`src/rtl/byte_chan_pkg.sv`:
```
package byte_chan_pkg;
   localparam int CHAR_W      = 8;
   localparam int WORD_W      = 32;
   localparam int VALID_BIT   = 15;
   localparam int CNT_LSB     = 16;
   localparam int EN_RD_BIT   = 0;
   localparam int EN_WR_BIT   = 1;
   localparam int PEND_RD_BIT = 8;
   localparam int PEND_WR_BIT = 9;
   localparam int ACT_BIT     = 10;

   typedef enum logic [1:0] {
      SEL_NONE = 2'd0,
      SEL_DATA = 2'd1,
      SEL_CTRL = 2'd2
   } reg_sel_e;
endpackage

```
`src/rtl/char_fifo.sv`:
```
module char_fifo #(
   parameter int DW    = 8,
   parameter int DEPTH = 64,
   localparam int PW   = (DEPTH > 1) ? $clog2(DEPTH) : 1,
   localparam int CW   = $clog2(DEPTH + 1)
) (
   input  logic          clk,
   input  logic          rst_n,
   input  logic          push,
   input  logic [DW-1:0] wdata,
   input  logic          pop,
   output logic [DW-1:0] head,
   output logic [CW-1:0] count,
   output logic          full,
   output logic          empty
);
   initial begin
      if (DEPTH < 2) $error("char_fifo: DEPTH must be at least 2");
      if (DW < 1)    $error("char_fifo: DW must be positive");
   end

   logic [DW-1:0] mem [DEPTH];
   logic [PW-1:0] wr_ptr, rd_ptr, wr_nxt, rd_nxt;
   logic          do_push, do_pop;

   assign full    = (count == CW'(DEPTH));
   assign empty   = (count == '0);
   assign do_push = push && !full;
   assign do_pop  = pop && !empty;
   assign head    = mem[rd_ptr];

   generate
      if ((DEPTH & (DEPTH - 1)) == 0) begin : g_pow2
         assign wr_nxt = wr_ptr + PW'(1);
         assign rd_nxt = rd_ptr + PW'(1);
      end else begin : g_wrap
         assign wr_nxt = (wr_ptr == PW'(DEPTH - 1)) ? '0 : wr_ptr + PW'(1);
         assign rd_nxt = (rd_ptr == PW'(DEPTH - 1)) ? '0 : rd_ptr + PW'(1);
      end
   endgenerate

   always_ff @(posedge clk) begin
      if (do_push) mem[wr_ptr] <= wdata;
   end

   always_ff @(posedge clk) begin
      if (!rst_n) begin
         wr_ptr <= '0;
         rd_ptr <= '0;
         count  <= '0;
      end else begin
         if (do_push) wr_ptr <= wr_nxt;
         if (do_pop)  rd_ptr <= rd_nxt;
         case ({do_push, do_pop})
            2'b10:   count <= count + CW'(1);
            2'b01:   count <= count - CW'(1);
            default: count <= count;
         endcase
      end
   end

   assert_no_overflow_R6: assert property (@(posedge clk) disable iff (!rst_n)
      count <= CW'(DEPTH));
   assert_full_drop_R4: assert property (@(posedge clk) disable iff (!rst_n)
      (push && full && !pop) |=> $stable(count));
   assert_empty_pop_R3: assert property (@(posedge clk) disable iff (!rst_n)
      (pop && empty && !push) |=> $stable(count) && $stable(rd_ptr));
endmodule

```
`src/rtl/chan_ctrl.sv`:
```
module chan_ctrl (
   input  logic       clk,
   input  logic       rst_n,
   input  logic       ctrl_wr,
   input  logic [2:0] wr_bits,
   input  logic       activity,
   output logic       en_rd,
   output logic       en_wr,
   output logic       act_flag
);
   always_ff @(posedge clk) begin
      if (!rst_n) begin
         en_rd    <= 1'b0;
         en_wr    <= 1'b0;
         act_flag <= 1'b0;
      end else begin
         if (ctrl_wr) begin
            en_rd <= wr_bits[0];
            en_wr <= wr_bits[1];
         end
         if (activity)                  act_flag <= 1'b1;
         else if (ctrl_wr && wr_bits[2]) act_flag <= 1'b0;
      end
   end

   assert_act_set_R9: assert property (@(posedge clk) disable iff (!rst_n)
      activity |=> act_flag);
   assert_en_hold_R7: assert property (@(posedge clk) disable iff (!rst_n)
      !ctrl_wr |=> $stable({en_rd, en_wr}));
endmodule

```
`src/rtl/chan_irq.sv`:
```
module chan_irq #(
   parameter int DEPTH = 64,
   localparam int CW   = $clog2(DEPTH + 1)
) (
   input  logic          en_rd,
   input  logic          en_wr,
   input  logic          rx_empty,
   input  logic [CW-1:0] tx_count,
   output logic [CW-1:0] tx_free,
   output logic          pend_rd,
   output logic          pend_wr,
   output logic          irq
);
   assign tx_free = CW'(DEPTH) - tx_count;
   assign pend_rd = en_rd && !rx_empty;
   assign pend_wr = en_wr && (tx_free >= CW'(DEPTH / 2));
   assign irq     = pend_rd || pend_wr;
endmodule

```
`src/rtl/byte_chan_regs.sv`:
```
module byte_chan_regs
   import byte_chan_pkg::*;
#(
   parameter int DEPTH  = 64,
   parameter int ADDR_W = 3,
   localparam int CW    = $clog2(DEPTH + 1)
) (
   input  logic              clk,
   input  logic              rst_n,
   input  logic              cpu_sel,
   input  logic              cpu_wr,
   input  logic [ADDR_W-1:0] cpu_addr,
   input  logic [WORD_W-1:0] cpu_wdata,
   output logic [WORD_W-1:0] cpu_rdata,
   input  logic              rx_valid,
   input  logic [CHAR_W-1:0] rx_data,
   output logic              rx_ready,
   output logic              tx_valid,
   output logic [CHAR_W-1:0] tx_data,
   input  logic              tx_ready,
   output logic              irq
);
   initial begin
      if (DEPTH > 65535) $error("byte_chan_regs: count field is 16 bits");
      if (ADDR_W < 3)    $error("byte_chan_regs: ADDR_W must cover offset 4");
   end

   reg_sel_e          sel;
   logic [CW-1:0]     rx_count, tx_count, tx_free;
   logic              rx_full, rx_empty, tx_full, tx_empty;
   logic [CHAR_W-1:0] rx_head;
   logic              rx_pop, tx_push, rx_take, tx_give;
   logic              en_rd, en_wr, act_flag, pend_rd, pend_wr;
   logic [15:0]       ravail;

   always_comb begin
      sel = SEL_NONE;
      if (cpu_sel) begin
         if (cpu_addr[ADDR_W-1:2] == '0)                sel = SEL_DATA;
         else if (cpu_addr[ADDR_W-1:2] == (ADDR_W-2)'(1)) sel = SEL_CTRL;
      end
   end

   assign rx_pop   = (sel == SEL_DATA) && !cpu_wr;
   assign tx_push  = (sel == SEL_DATA) && cpu_wr;
   assign rx_ready = !rx_full;
   assign tx_valid = !tx_empty;
   assign rx_take  = rx_valid && rx_ready;
   assign tx_give  = tx_valid && tx_ready;

   char_fifo #(.DW(CHAR_W), .DEPTH(DEPTH)) u_rx (
      .clk(clk), .rst_n(rst_n), .push(rx_valid), .wdata(rx_data), .pop(rx_pop),
      .head(rx_head), .count(rx_count), .full(rx_full), .empty(rx_empty));

   char_fifo #(.DW(CHAR_W), .DEPTH(DEPTH)) u_tx (
      .clk(clk), .rst_n(rst_n), .push(tx_push), .wdata(cpu_wdata[CHAR_W-1:0]),
      .pop(tx_ready), .head(tx_data), .count(tx_count), .full(tx_full),
      .empty(tx_empty));

   chan_ctrl u_ctrl (
      .clk(clk), .rst_n(rst_n), .ctrl_wr((sel == SEL_CTRL) && cpu_wr),
      .wr_bits({cpu_wdata[ACT_BIT], cpu_wdata[EN_WR_BIT], cpu_wdata[EN_RD_BIT]}),
      .activity(rx_take || tx_give), .en_rd(en_rd), .en_wr(en_wr),
      .act_flag(act_flag));

   chan_irq #(.DEPTH(DEPTH)) u_irq (
      .en_rd(en_rd), .en_wr(en_wr), .rx_empty(rx_empty), .tx_count(tx_count),
      .tx_free(tx_free), .pend_rd(pend_rd), .pend_wr(pend_wr), .irq(irq));

   assign ravail = rx_empty ? 16'd0 : 16'(rx_count - CW'(1));

   always_comb begin
      cpu_rdata = '0;
      if (sel == SEL_DATA && !rx_empty) begin
         cpu_rdata[CHAR_W-1:0]     = rx_head;
         cpu_rdata[VALID_BIT]      = 1'b1;
         cpu_rdata[WORD_W-1:CNT_LSB] = ravail;
      end else if (sel == SEL_CTRL) begin
         cpu_rdata[EN_RD_BIT]        = en_rd;
         cpu_rdata[EN_WR_BIT]        = en_wr;
         cpu_rdata[PEND_RD_BIT]      = pend_rd;
         cpu_rdata[PEND_WR_BIT]      = pend_wr;
         cpu_rdata[ACT_BIT]          = act_flag;
         cpu_rdata[WORD_W-1:CNT_LSB] = 16'(tx_free);
      end
   end

   assert_rx_ready_R6: assert property (@(posedge clk) disable iff (!rst_n)
      (rx_count == CW'(DEPTH)) |-> !rx_ready);
   assert_tx_valid_R5: assert property (@(posedge clk) disable iff (!rst_n)
      tx_valid |-> (tx_count != '0));
   assert_irq_src_R8: assert property (@(posedge clk) disable iff (!rst_n)
      irq |-> (en_rd || en_wr));
   assert_ctrl_rd_R11: assert property (@(posedge clk) disable iff (!rst_n)
      ((sel == SEL_CTRL) && !cpu_wr && !rx_valid && !tx_ready) |=>
         $stable(rx_count) && $stable(tx_count) && $stable({en_rd, en_wr}));
endmodule

```
`config.mk`:
```
export PLATFORM = sky130hd
export DESIGN_NAME = byte_chan_regs
export DESIGN_NICKNAME = d
export VERILOG_FILES = /design/src/rtl/byte_chan_pkg.sv /design/src/rtl/char_fifo.sv /design/src/rtl/chan_ctrl.sv /design/src/rtl/chan_irq.sv /design/src/rtl/byte_chan_regs.sv
export SDC_FILE = /design/constraint.sdc
export NUM_CORES = 1
export LEC_CHECK = 0
export BUFFER_PORTS_ARGS = -buffer_cell sky130_fd_sc_hd__buf_2
export CAP_MARGIN = 15
export CORE_MARGIN = 2
export CORE_UTILIZATION = 45
export DETAILED_ROUTE_END_ITERATION = 12
export HOLD_SLACK_MARGIN = 0.1
export PLACE_DENSITY = 0.58
export SETUP_SLACK_MARGIN = 0.05
export SLEW_MARGIN = 20
export SYNTH_ARGS = -nofsm -noshare
export SYNTH_HDL_FRONTEND = slang
export SYNTH_SLANG_ARGS = --single-unit
```
`constraint.sdc`:
```
create_clock -name clk -period 6.65 [get_ports clk]
set_input_delay 0.3325 -clock clk [delete_from_list [all_inputs] [get_ports clk]]
set_output_delay 0.3325 -clock clk [all_outputs]
set_load 0.01 [all_outputs]
```
# After elaboration in Yosys (flattened, before gate mapping)

Memories as Yosys holds them, arrays and structs flattened. A register that Yosys moved wholly into a read port is not among the register bits.
Cells that the tools add are included.

Register bits after elaboration: 41
RAM bits: 1024
Memories kept: 2
Input port bits: 49
Output and inout bits: 43
Logic and storage cells: 76

Memories:

| name     | words | width | rd ports | clocked after memory_dff | wr ports | RTL line        | RTL |
|---|---|---|---|---|---|---|---|
| u_rx.mem | 64    | 8     | 1        | 1                        | 1        | char_fifo.sv:22 | `logic [DW-1:0] mem [DEPTH];` |
| u_tx.mem | 64    | 8     | 1        | 1                        | 1        | char_fifo.sv:22 |  |

Reductions and logical operators: 23
Multiplexer cells: 23
Eq/ne operators: 8
$add $sub $neg: 10
Order comparisons: 1

Operator list:

| cell                                                                                 | number |
|---|---|
| 16-bit two-way mux                                                                   | 2 |
| 6-bit two-way mux                                                                    | 5 |
| 7-bit case mux with 2 select lines                                                   | 2 |
| 6-bit by 1-bit adder with 6-bit output (second input constant)                       | 4 |
| 7-bit by 1-bit adder with 7-bit output (second input constant)                       | 2 |
| 7-bit == test (second input constant)                                                | 2 |
| 7-bit zero test                                                                      | 2 |
| 7-bit by 1-bit subtractor with 7-bit output (second input constant)                  | 2 |
| 1-bit logical AND                                                                    | 11 |
| 2-bit two-way mux                                                                    | 4 |
| 7-bit by 1-bit subtractor with 8-bit output (second input constant)                  | 1 |
| 7-bit by 6-bit greater-or-equal comparator with 1-bit output (second input constant) | 1 |
| 1-bit two-way mux                                                                    | 7 |
| 7-bit two-way mux                                                                    | 1 |
| 7-bit subtractor (first input constant)                                              | 1 |
| 2-bit by 1-bit == test with 1-bit output (second input constant)                     | 3 |
| 2-bit == test (second input constant)                                                | 3 |
| 3-bit two-way mux                                                                    | 2 |
| 2-bit nonzero test                                                                   | 3 |
| 1-bit zero test                                                                      | 5 |
| 1-bit logical OR                                                                     | 2 |

# Depth between registers and ports, before layout

Depth in word-level cells: 7
Depth in mapped cells: 19
Mapped depth without buffers: 15

# Modules after synthesis

A second synthesis with hierarchy kept.

Cell total of the unflattened synthesis: 2233
Area, all modules: 43018.8 sq um

By module, submodules not included:

| module           | area each (sq um) | seq. area each (sq um) | instances | cells each |
|---|---|---|---|---|
| char_fifo (u_tx) | 21166.6           | 15875.2                | 1         | 1070 |
| char_fifo (u_rx) | 21052.7           | 15875.2                | 1         | 1058 |
| byte_chan_regs   | 506.7             | 0.0                    | 1         | 71 |
| chan_irq         | 185.2             | 0.0                    | 1         | 24 |
| chan_ctrl        | 107.6             | 60.1                   | 1         | 10 |

# Worst setup path after synthesis

No wires, ideal clock.

Path type: register to register
Start: register u_tx.count[1]
End: register u_tx.count[6]
Cell stages (with the launch flop): 17
Data arrival time: 3711 ps
Path buffers: 3
Setup slack: 2811 ps
Data required time: 6522 ps
Setup time: 128 ps
Period minus slack after synthesis: 3839 ps
Cell sequence: dfxtp_1 clkbuf_1 inv_1 ha_1 or3b_2 or3_1 and2_1 clkbuf_1 ha_1 clkbuf_1 xor2_1 ha_1 a221o_1 a211o_1 a31oi_1 xnor2_1 nor2_1

Word-level cells in the longest chain between the ends: 5
Elaborated cells between the ends (all ways): 12
Classes of those cells: add/sub: 2; eq/ne: 3; mux: 1; reduce/logical: 6

Ends and longest elaborated chain:

| item                                                                             | RTL line             | RTL |
|---|---|---|
| from (decl)                                                                      | char_fifo.sv:13      | `output logic [CW-1:0] count,` |
| from (signal assigned)                                                           | char_fifo.sv:55      | `2'b10: count <= count + CW'(1);` |
| from (signal assigned)                                                           | char_fifo.sv:56      | `2'b01: count <= count - CW'(1);` |
| from (signal assigned)                                                           | char_fifo.sv:57      | `default: count <= count;` |
| 7-bit zero test (*)                                                              | char_fifo.sv:27      | `assign empty = (count == '0);` |
| 1-bit zero test (*)                                                              | -                    |  |
| net tx_valid                                                                     | byte_chan_regs.sv:18 | `output logic tx_valid,` |
| 1-bit logical AND (*)                                                            | char_fifo.sv:29      | `assign do_pop = pop && !empty;` |
| 2-bit by 1-bit == test with 1-bit output / 2-bit == test (equally long branches) | char_fifo.sv:54      | `case ({do_push, do_pop})` |
| 7-bit case mux with 2 select lines / 2-bit nonzero test (equally long branches)  | -                    |  |

The timed path passes the listed nets; every way through them passes the cells marked *.
A chain may end at the register's enable or synchronous reset.

==> results.ini <==
[routing]
drt_iter0_drc=2148
wl_um=92900
drc=0
drtPass1Iterations=6
drtAntennaViolNets=0
wire_per_inst_um=26.6
vias=20400
via_per_inst=5.84

[global_route]
antenna_found_initial=1
overflow=0
grt.total_usage_pct=19.0
grt_first_pass_wirelength_um=136000
grt_pass1_vias=20300
grt_max_degree=68

[logic_synthesis]
synth-seq-cells=1077
synth-edff-count=1024
synth_top_cell_by_area=edfxtp_1
synth_top_area_share_pct=72.1
netlist_instances=2075
synth-async-reset-ratio_pct=0
synth.area.top_cells=edfxtp_1 72%, mux4_2 16%, dfxtp_1 2.5%
yosys_warnings=0
syn_area_um2=42600
ys.flop_type=edfxtp_1
syn_area_per_cell_um2=20.5
ys_types=73
seq_area_frac_synth_pct=74.6

[clocking]
cts_buffers=107
post_cts_resized=0
cts_root_buf=clkbuf_16
clk_latency_ps=680
cts_sinks=1077
htreeDepth=3
tritoncts=yes
clk_pin_slew_ps=60
cts.path.max_buffers=3

[placement]
hpwlAfterDp_um=54600
port-buffer-count=62
gp_congestion=0.821

[critical_path]
cpPeakStageDelay_ps=920
worstPathRequired_ps=6320
crit_type=reg2out
crit_arrival_ps=4120
regToRegSetupSlack_ps=2440
startpoint_type=flip-flop
critPathBufInv=2
path_cells=buf_4, mux4_2, mux4_2, mux2i_1, o21ai_0, buf_2
cpMaxStageDelayCell=dfxtp_4
critPathCaptureType=output pin
crit_fanout=42
crit_family=multiplexers
crit_top_cell=mux4_2

[pwr]
power.leakage_nw=14.5
irDropWorstVdd_uv=209
total_power_mw=15.3
p_per_area_nw_per_um2=321

[timing]
fmax_mhz=225
period_needed_ps=4450
finalHoldViolations=0
period_share_pct=66.9
drv_slew=0
rsz0062_at_grt=false
max_slew_margin_pct=25.2
finalClockSkew_ps=31.9
worst_pin_slew_ps=1120
setup_viol=0
fin_setup_tns_ps=0

[die]
die_x_um=312
core_area_um2=93600
io-pin-count=92
die_h_um=312
core.rowCount=112
die_area_um2=97200
initial_core_util_pct=45.6

[hold_path]
hold_path.class=in2reg

[layout]
drive_above_1_share_pct=26.4
n_fill_cell=7489
fin_nets=2208
utilization_pct=50.9
synthToLayoutAreaGrowth_pct=11.8
multiInputGateArea_um2=10200
register_area_um2=31800
antenna_cells=0

[job]
cap_violations=0

[status]
outcome=completed

[cell usage after synthesis (all sizes together) (15+ instances only)]
cell type  instances
mux2i             18
nand2             59
dfxtp             53
edfxtp          1024
nand3             18
xor2              21
or3               15
a21oi             27
o22ai             18
buf               65
clkbuf            64
o21ai             21
nor2             183
mux4             310
[where the power goes]
group          switching [mW]  internal, mW
logic                   0.899         0.804
clock network            2.53          3.41
registers               0.168          7.48
[state kept, by name, summed over array words and instances, names as in the netlist, 6 cells and up, named ones only]
register,count
u_rx.count,7
u_rx.mem,512
u_rx.rd_ptr,6
u_rx.wr_ptr,6
u_tx.count,7
u_tx.mem,512
u_tx.rd_ptr,6
u_tx.wr_ptr,6
[metrics by stage]
step	instance area, µm²	hold slack [ps]	std cells	setup slack [ps]
2_1_floorplan	42700	431	2078	2810
3_3_place_gp	44100	492	3288	2560
3_5_place_dp	44100	511	3288	2490
4_1_cts	47700	137	3495	2060
5_1_grt	47700	201	3495	1910
6_report	47700	202	3495	2200
[logic make-up (layout without fill, tap and decap cells)]
group           Yosys count  after routing  share of synthesized area (%)
flops                  1077           1077                           74.6
simple gates            353            353                           3.91
mux                     330            330                           16.8
buf+inv                 143            306                           1.56
compound gates          124            124                           1.99
xor+xnor                 34             34                          0.698
fa+ha+maj                13             13                          0.381
other cells               1              4                        0.00879
[area by class of cell]
type	instances	area share (%)
repair buffers	88	1.20
clock inverters	75	1.31
multi-input cells	858	21.3
clock buffers	129	5.99
flip-flops and latches	1077	66.8
inverters	14	0.110
well taps	1254	3.29
[placed cells by master, fill, tap and decap left out, types with 14 or more instances in the layout]
cell type and n:
o21ai_0 16, or3_1 14, clkbuf_16 110, clkinv_1 27
edfxtp_1 1024, dfxtp_1 47, buf_2 53, nand3_1 16
mux4_2 310, xor2_1 21, buf_4 29, o22ai_1 18
nand2_1 57, clkbuf_1 16, a21oi_1 27, nor2_1 181
mux2i_1 18, clkinv_2 30
[per-layer routing]
layer | part of all wire, % | GRT usage (%) | up-vias | routed length (µm)
met1 | 44 | 28.4 | 10900 | 40800
met3 | 7.7 | 4.28 | 128 | 7150
li1 | - | - | 8678 | -
met5 | 0.014 | 0 | - | 13
met4 | 1.7 | 4.43 | 2 | 1580
met2 | 47 | 28.8 | 664 | 43300
[path summary, 6_finish.rpt]
path,to,cells after the start,startpoint
hold / removal,u_rx.count[4]$_SDFFE_PN0P_,5,rx_valid
hold reg to reg,u_rx.rd_ptr[5]$_SDFFE_PN0P_,2,u_rx.rd_ptr[5]$_SDFFE_PN0P_
setup / recovery,cpu_rdata[0],6,flip-flop
setup reg to reg,u_rx.count[6]$_SDFFE_PN0P_,14,u_rx.count[0]$_SDFFE_PN0P_
[worst min-delay path: stages]
cell and delay [ps]:
buf_2 130, o21ai_4 120, a21oi_1 100, nand2_1 60
nand4_1 80
[what timing repair did]
action	CTS	global route
hold buffers	3	0
setup buffers	0	0
hold endpoints to repair	7	0
Note: power is estimated with default switching activity, not from simulation.
